## config.mk

```make
export PLATFORM = sky130hd
export DESIGN_NAME = selfprog_ctrl
export DESIGN_NICKNAME = d
export VERILOG_FILES = /design/src/rtl/selfprog_pkg.sv /design/src/rtl/selfprog_bus_dec.sv /design/src/rtl/selfprog_window.sv /design/src/rtl/selfprog_issue.sv /design/src/rtl/selfprog_ctrl.sv
export SDC_FILE = /design/constraint.sdc
export NUM_CORES = 1
export LEC_CHECK = 0
export BUFFER_PORTS_ARGS = -buffer_cell sky130_fd_sc_hd__buf_4
export CAP_MARGIN = 20
export CORE_ASPECT_RATIO = 1.75
export CORE_MARGIN = 2
export CORE_UTILIZATION = 45
export CTS_CLUSTER_SIZE = 12
export DETAILED_ROUTE_END_ITERATION = 8
export PLACE_DENSITY = 0.77
export SETUP_SLACK_MARGIN = 0.3
export SLEW_MARGIN = 20
export SYNTH_ARGS = -nofsm -noshare
export SYNTH_HDL_FRONTEND = slang
export SYNTH_SLANG_ARGS = --single-unit
```

## constraint.sdc

```tcl
create_clock -name clk -period 2 [get_ports clk]
set_clock_uncertainty 0.15 [all_clocks]
set_input_delay 0.2 -clock clk [delete_from_list [all_inputs] [get_ports clk]]
set_output_delay 0.2 -clock clk [all_outputs]
set_load 0.05 [all_outputs]
```

## src/rtl/selfprog_pkg.sv

```systemverilog
package selfprog_pkg;

    localparam int LOW_W = 5;
    localparam int HI_W  = 3;
    localparam int NUM_OPS = 5;

    typedef enum logic [2:0] {
        OP_IDLE  = 3'd0,
        OP_FILL  = 3'd1,
        OP_ERASE = 3'd2,
        OP_PGWR  = 3'd3,
        OP_LOCK  = 3'd4,
        OP_RWWEN = 3'd5
    } spm_op_e;

    typedef struct packed {
        logic irq_en;
        logic rww_busy;
        logic sig_read;
    } csr_hi_t;

    typedef struct packed {
        logic    valid;
        spm_op_e op;
    } arm_req_t;

    // Only enable-plus-at-most-one-command patterns are legal; 00000 disarms.
    function automatic arm_req_t decode_low(input logic [LOW_W-1:0] v);
        arm_req_t r;
        r.valid = 1'b1;
        r.op    = OP_IDLE;
        case (v)
            5'b00000: r.op = OP_IDLE;
            5'b00001: r.op = OP_FILL;
            5'b00011: r.op = OP_ERASE;
            5'b00101: r.op = OP_PGWR;
            5'b01001: r.op = OP_LOCK;
            5'b10001: r.op = OP_RWWEN;
            default:  r.valid = 1'b0;
        endcase
        return r;
    endfunction

    function automatic logic [LOW_W-1:0] encode_low(input spm_op_e op);
        logic [LOW_W-1:0] v;
        case (op)
            OP_FILL:  v = 5'b00001;
            OP_ERASE: v = 5'b00011;
            OP_PGWR:  v = 5'b00101;
            OP_LOCK:  v = 5'b01001;
            OP_RWWEN: v = 5'b10001;
            default:  v = 5'b00000;
        endcase
        return v;
    endfunction

endpackage

```

## src/rtl/selfprog_bus_dec.sv

```systemverilog
module selfprog_bus_dec
    import selfprog_pkg::*;
#(
    parameter logic [7:0] DATA_ADDR = 8'h57,
    parameter logic [7:0] IO_SHIFT  = 8'h20
) (
    input  logic       [7:0] bus_addr,
    input  logic             bus_io,
    input  logic             bus_we,
    input  logic       [7:0] bus_wdata,
    output logic             hit,
    output logic             hi_we,
    output csr_hi_t          hi_wdata,
    output logic             arm_we,
    output spm_op_e          arm_op
);

    localparam logic [7:0] IO_ADDR = DATA_ADDR - IO_SHIFT;

    arm_req_t req;

    always_comb begin
        hit      = bus_io ? (bus_addr == IO_ADDR) : (bus_addr == DATA_ADDR);
        hi_we    = hit && bus_we;
        hi_wdata = csr_hi_t'(bus_wdata[7:LOW_W]);
        req      = decode_low(bus_wdata[LOW_W-1:0]);
        arm_we   = hit && bus_we && req.valid;
        arm_op   = req.op;
    end

endmodule

```

## src/rtl/selfprog_window.sv

```systemverilog
module selfprog_window #(
    parameter int SPM_WIN = 4,
    parameter int LPM_WIN = 3
) (
    input  logic clk,
    input  logic rst,
    input  logic restart,
    input  logic run,
    output logic spm_open,
    output logic lpm_open,
    output logic expire
);

    localparam int CW = $clog2(SPM_WIN + 1);
    localparam logic [CW-1:0] LAST    = CW'(SPM_WIN - 1);
    localparam logic [CW-1:0] LPM_LIM = CW'(LPM_WIN);

    logic [CW-1:0] cnt_q;

    always_ff @(posedge clk) begin
        if (rst) begin
            cnt_q <= '0;
        end else if (restart) begin
            cnt_q <= '0;
        end else if (run && cnt_q != LAST) begin
            cnt_q <= cnt_q + 1'b1;
        end
    end

    always_comb begin
        spm_open = run && (cnt_q <= LAST);
        lpm_open = run && (cnt_q < LPM_LIM);
        expire   = run && (cnt_q == LAST);
    end

    AST_CNT_BOUND: assert property (@(posedge clk) disable iff (rst)
        cnt_q <= LAST);

endmodule

```

## src/rtl/selfprog_issue.sv

```systemverilog
module selfprog_issue
    import selfprog_pkg::*;
#(
    parameter int OPS = NUM_OPS
) (
    input  logic           clk,
    input  logic           rst,
    input  logic           fire,
    input  spm_op_e        op,
    input  logic     [7:0] r0_data,
    output logic [OPS-1:0] pulse_q,
    output logic     [7:0] lock_data_q
);

    for (genvar i = 0; i < OPS; i++) begin : g_pulse
        localparam spm_op_e THIS_OP = spm_op_e'(3'(i + 1));
        always_ff @(posedge clk) begin
            if (rst) pulse_q[i] <= 1'b0;
            else     pulse_q[i] <= fire && (op == THIS_OP);
        end
    end

    always_ff @(posedge clk) begin
        if (rst)                          lock_data_q <= '0;
        else if (fire && op == OP_LOCK)   lock_data_q <= r0_data;
    end

    AST_PULSE_ONEHOT: assert property (@(posedge clk) disable iff (rst)
        $onehot0(pulse_q));

    AST_PULSE_SINGLE: assert property (@(posedge clk) disable iff (rst)
        (|pulse_q) |=> !(|pulse_q));

endmodule

```

## src/rtl/selfprog_ctrl.sv

```systemverilog
module selfprog_ctrl
    import selfprog_pkg::*;
#(
    parameter int         SPM_WIN   = 4,
    parameter int         LPM_WIN   = 3,
    parameter logic [7:0] DATA_ADDR = 8'h57,
    parameter logic [7:0] IO_SHIFT  = 8'h20
) (
    input  logic       clk,
    input  logic       rst,
    input  logic [7:0] bus_addr,
    input  logic       bus_io,
    input  logic       bus_we,
    input  logic [7:0] bus_wdata,
    output logic [7:0] bus_rdata,
    input  logic       spm_strobe,
    input  logic       lpm_strobe,
    input  logic [7:0] r0_data,
    input  logic       z_lsb,
    input  logic       lock_done,
    output logic       fill_pulse,
    output logic       erase_pulse,
    output logic       pgwr_pulse,
    output logic       rwwen_pulse,
    output logic       lock_wr_pulse,
    output logic [7:0] lock_wdata,
    output logic       lpm_lock_sel,
    output logic       lpm_fuse_sel
);

    logic    hit, hi_we, arm_we;
    csr_hi_t hi_wdata;
    spm_op_e arm_op;

    csr_hi_t hi_q;
    spm_op_e op_q, op_d;
    logic    busy_q, busy_d;

    logic armed, run, fire;
    logic spm_open, lpm_open, expire;
    logic [NUM_OPS-1:0] pulses;

    selfprog_bus_dec #(.DATA_ADDR(DATA_ADDR), .IO_SHIFT(IO_SHIFT)) u_dec (
        .bus_addr (bus_addr),
        .bus_io   (bus_io),
        .bus_we   (bus_we),
        .bus_wdata(bus_wdata),
        .hit      (hit),
        .hi_we    (hi_we),
        .hi_wdata (hi_wdata),
        .arm_we   (arm_we),
        .arm_op   (arm_op)
    );

    selfprog_window #(.SPM_WIN(SPM_WIN), .LPM_WIN(LPM_WIN)) u_win (
        .clk     (clk),
        .rst     (rst),
        .restart (arm_we),
        .run     (run),
        .spm_open(spm_open),
        .lpm_open(lpm_open),
        .expire  (expire)
    );

    selfprog_issue #(.OPS(NUM_OPS)) u_issue (
        .clk        (clk),
        .rst        (rst),
        .fire       (fire),
        .op         (op_q),
        .r0_data    (r0_data),
        .pulse_q    (pulses),
        .lock_data_q(lock_wdata)
    );

    always_comb begin
        armed = (op_q != OP_IDLE);
        run   = armed && !busy_q;
        fire  = run && spm_strobe && spm_open && !arm_we;
    end

    // Priority: bus arming write, then lock completion, then strobe, then expiry.
    always_comb begin
        op_d   = op_q;
        busy_d = busy_q;
        if (arm_we) begin
            op_d   = arm_op;
            busy_d = 1'b0;
        end else if (busy_q) begin
            if (lock_done) begin
                op_d   = OP_IDLE;
                busy_d = 1'b0;
            end
        end else if (fire) begin
            if (op_q == OP_LOCK) busy_d = 1'b1;
            else                 op_d   = OP_IDLE;
        end else if (expire) begin
            op_d = OP_IDLE;
        end
    end

    always_ff @(posedge clk) begin
        if (rst) begin
            hi_q   <= '0;
            op_q   <= OP_IDLE;
            busy_q <= 1'b0;
        end else begin
            if (hi_we) hi_q <= hi_wdata;
            op_q   <= op_d;
            busy_q <= busy_d;
        end
    end

    always_comb begin
        bus_rdata     = hit ? {hi_q, encode_low(op_q)} : 8'h00;
        fill_pulse    = pulses[int'(OP_FILL)  - 1];
        erase_pulse   = pulses[int'(OP_ERASE) - 1];
        pgwr_pulse    = pulses[int'(OP_PGWR)  - 1];
        lock_wr_pulse = pulses[int'(OP_LOCK)  - 1];
        rwwen_pulse   = pulses[int'(OP_RWWEN) - 1];
        lpm_lock_sel  = lpm_strobe && lpm_open && (op_q == OP_LOCK) && !z_lsb;
        lpm_fuse_sel  = lpm_strobe && lpm_open && (op_q == OP_LOCK) &&  z_lsb;
    end

    AST_REJECT_KEEPS_IDLE: assert property (@(posedge clk) disable iff (rst)
        (hi_we && !arm_we && op_q == OP_IDLE && !busy_q) |=> (op_q == OP_IDLE));

    AST_EXPIRE_CLEARS: assert property (@(posedge clk) disable iff (rst)
        (expire && !spm_strobe && !arm_we) |=> (op_q == OP_IDLE));

    AST_LOCK_HOLD: assert property (@(posedge clk) disable iff (rst)
        (busy_q && !lock_done && !arm_we) |=> (busy_q && op_q == OP_LOCK));

    AST_WRITE_WINS: assert property (@(posedge clk) disable iff (rst)
        arm_we |=> (pulses == '0));

endmodule

```

==> flow_summary.yaml <==
logic_synthesis:
  async_flop_share: 0
  ys_types: 42
  synth_seq_cells: 23
  avgSynthCellArea_um2: 9.26
  yosys_warnings: 0
  syn_inst: 132
  synth.yosys.seq_area_share: 0.377
  syn_area_um2: 1220
  syn_nets: 166
  synth-edff-count: 0
  ys.flop_type: "dfxtp_1"
floorplan:
  initial_core_util: 0.460
  rows: 25
  die-area_um2: 3170
  core_um2: 2660
  die_y_um: 73.0
  io_pins: 55
  die_w_um: 43.4
power:
  p_total_uw: 849
  p_per_area_nw_per_um2: 429
  power.leakage_nw: 0.787
  vdd_drop_max_mv: 0.355
grt:
  grt_usage: 0.227
  grt_pass1_vias: 1281
  antenna_found_initial: 0
  grt_pass1_wl_um: 5440
  grt_max_degree: 19
  grt_overflow: 0
detailed_routing:
  drc_errors: 0
  via_per_inst: 5.62
  wire_per_inst_um: 14.6
  drtIter0Drc: 14
  ant_nets: 0
  drt_wl_total_um: 3340
  vias: 1286
  firstDrtPassIters: 4
worst_setup_path:
  rr_worst_depth: 6
  worstPathRequired_ps: 1650
  cp_max_fo: 5
  worstPathArrival_ps: 1470
  startpoint_type: "primary input"
  r2r_end: "u_issue.lock_data_q[4]"
  crit_type: "primary input to output pin"
  r2r_start: "op_q[1]"
  end_kind: "output pin"
  regToRegSetupSlack_ps: 220
final_layout:
  area_delta_synth_final_pct: 62.0
  stdcell_count: 229
  nets: 237
  diodes: 0
  drive_above_1_share: 0.495
sta:
  rsz0062_at_grt: "yes"
  max_slew_margin: 0.659
  fin_crit_ps: 1820
  report.final.slew_viol_count: 0
  setup_viol_count_final: 0
  fmax_mhz: 549
  layout_setup_ws_ps: 178
  timing.final.crit_share: 0.911
  tightest_slew_ps: 510
  finalHoldViolations: 0
clocking:
  cts_max_path_buffers: 2
  cts_made_buffers: 3
  clk_pin_slew_worst_paths_ps: 70
  htree_levels: 1
  cts_tree: "yes"
  cts_sinks: 23
  cts_root_buffer: "clkbuf_8"
  clk_latency_ps: 270
place:
  portBuffers: 54
  dp_slack_ps: -1.52
  dp.cells: 216
  dp_hpwl_um: 2460
  place.gp.congestion: 0.833
outcome:
  status: "finished, final reports clean"
worst_hold_path:
  min_to: "u_issue.lock_data_q[7]"
  hold_depth: 3
  hp-class: "primary input to flip-flop"
  hold_path_startpoint: "r0_data[7]"
job:
  cap_viol_max_count: 0
cell usage in the layout (no fill, tap or decap), types with 3 or more instances in the layout:
cell	count
nand2b_1	7
nor4_1	5
dfxtp_2	5
mux2i_1	12
o211ai_1	3
nand2_1	18
o21ai_0	3
nor2_1	7
dfxtp_1	17
buf_4	53
xnor2_1	3
buf_8	5
and2_4	3
clkbuf_8	3
buf_6	9
registers in the layout, summed over array words and instances, names as in the netlist:
signal and flops:
u_issue.pulse_q 5, u_win.cnt_q 3, hi_q 3, busy_q 1
u_issue.lock_data_q 8, op_q 3
worst max-delay path, stage by stage:
cell and delay, ps:
buf_6 90, or3b_4 400, a211oi_4 250, buf_6 160, nor3b_4 190, buf_6 180
synthesized netlist by cell type (2+ instances only):
| cell type | number | area (um2) |
|---|---|---|
| nand3_1 | 2 | 10.0 |
| nor2_1 | 9 | 33.8 |
| nor3_1 | 3 | 15.0 |
| ha_1 | 2 | 25.0 |
| nand2_1 | 19 | 71.3 |
| and3_1 | 3 | 18.8 |
| and2_1 | 4 | 25.0 |
| a21oi_1 | 2 | 10.0 |
| xnor2_1 | 3 | 26.3 |
| o211ai_1 | 3 | 22.5 |
| a211oi_1 | 3 | 22.5 |
| mux2i_1 | 12 | 120 |
| dfxtp_1 | 23 | 460 |
| nor3b_1 | 2 | 15.0 |
| nand2b_1 | 7 | 43.8 |
| nor4_1 | 5 | 31.3 |
| inv_1 | 2 | 7.51 |
| o21ai_0 | 4 | 20.0 |
power breakdown:
part | total (mW) | internal [mW] | leakage [nW] | switching, mW
Combinational | 0.106 | 0.0592 | 0.575 | 0.0470
Sequential | 0.456 | 0.456 | 0.189 | 0.0000666
Clock | 0.287 | 0.142 | 0.0228 | 0.144
layout make-up:
cell class | instances | area, um2
inverter | 3 | 15.0
clock buffer | 4 | 45.0
tap | 27 | 33.8
timing repair buffer | 69 | 604
fill | 200 | 678
multi-input combinational | 103 | 812
sequential | 23 | 470
per-stage QoR:
step | setup TNS [ps] | hold WS [ps] | util | area, um2
floorplan | 0 | 122 | - | 1260
global placement | 0 | 279 | 0.652 | 1730
detailed placement | -1.52 | 282 | 0.652 | 1730
CTS | 0 | 19.8 | 0.727 | 1930
global route | 0 | 33.2 | 0.745 | 1980
finish | 0 | 35.6 | 0.745 | 1980
how the worst max path moves through the flow:
stage | from | end | slack (ps) | cells past startpoint
2_1_floorplan | bus_addr[5] | bus_rdata[1] | 100 | 3
3_3_place_gp | bus_addr[5] | bus_rdata[2] | 50 | 6
3_5_place_dp | bus_addr[5] | bus_rdata[2] | -2 | 6
4_1_cts | bus_io | bus_rdata[1] | 180 | 6
5_1_grt | op_q[1] | u_issue.lock_data_q[4] | 130 | 6
6_report | bus_io | bus_rdata[1] | 180 | 6
metal layers:
layer  wire length [um]  GRT usage  part of all wire  up-vias
met4                101      0.131             0.030        0
met3                165     0.0322             0.049        9
met2               1900      0.418              0.57       53
li1                   -          -                 -      622
met1               1180      0.235              0.35      602
met5                  0          0                 0        -
what timing repair did:
| item | in CTS | in global routing |
|---|---|---|
| endpoints found under the setup margin | 20 | 24 |
| pin swaps | 8 | 3 |
| resized for setup | 29 | 10 |
| gates cloned | 0 | 0 |
| setup buffers | 6 | 2 |
| endpoints found under the hold margin | 1 | 0 |
| hold buffers | 1 | 0 |
cell families after synthesis:
group | share of synthesized area
compound gates | 0.158
xor+xnor | 0.0215
fa+ha+maj | 0.0287
buf+inv | 0.0225
flops | 0.377
mux | 0.0983
simple gates | 0.295
Note: power is estimated with default switching activity, not from simulation.
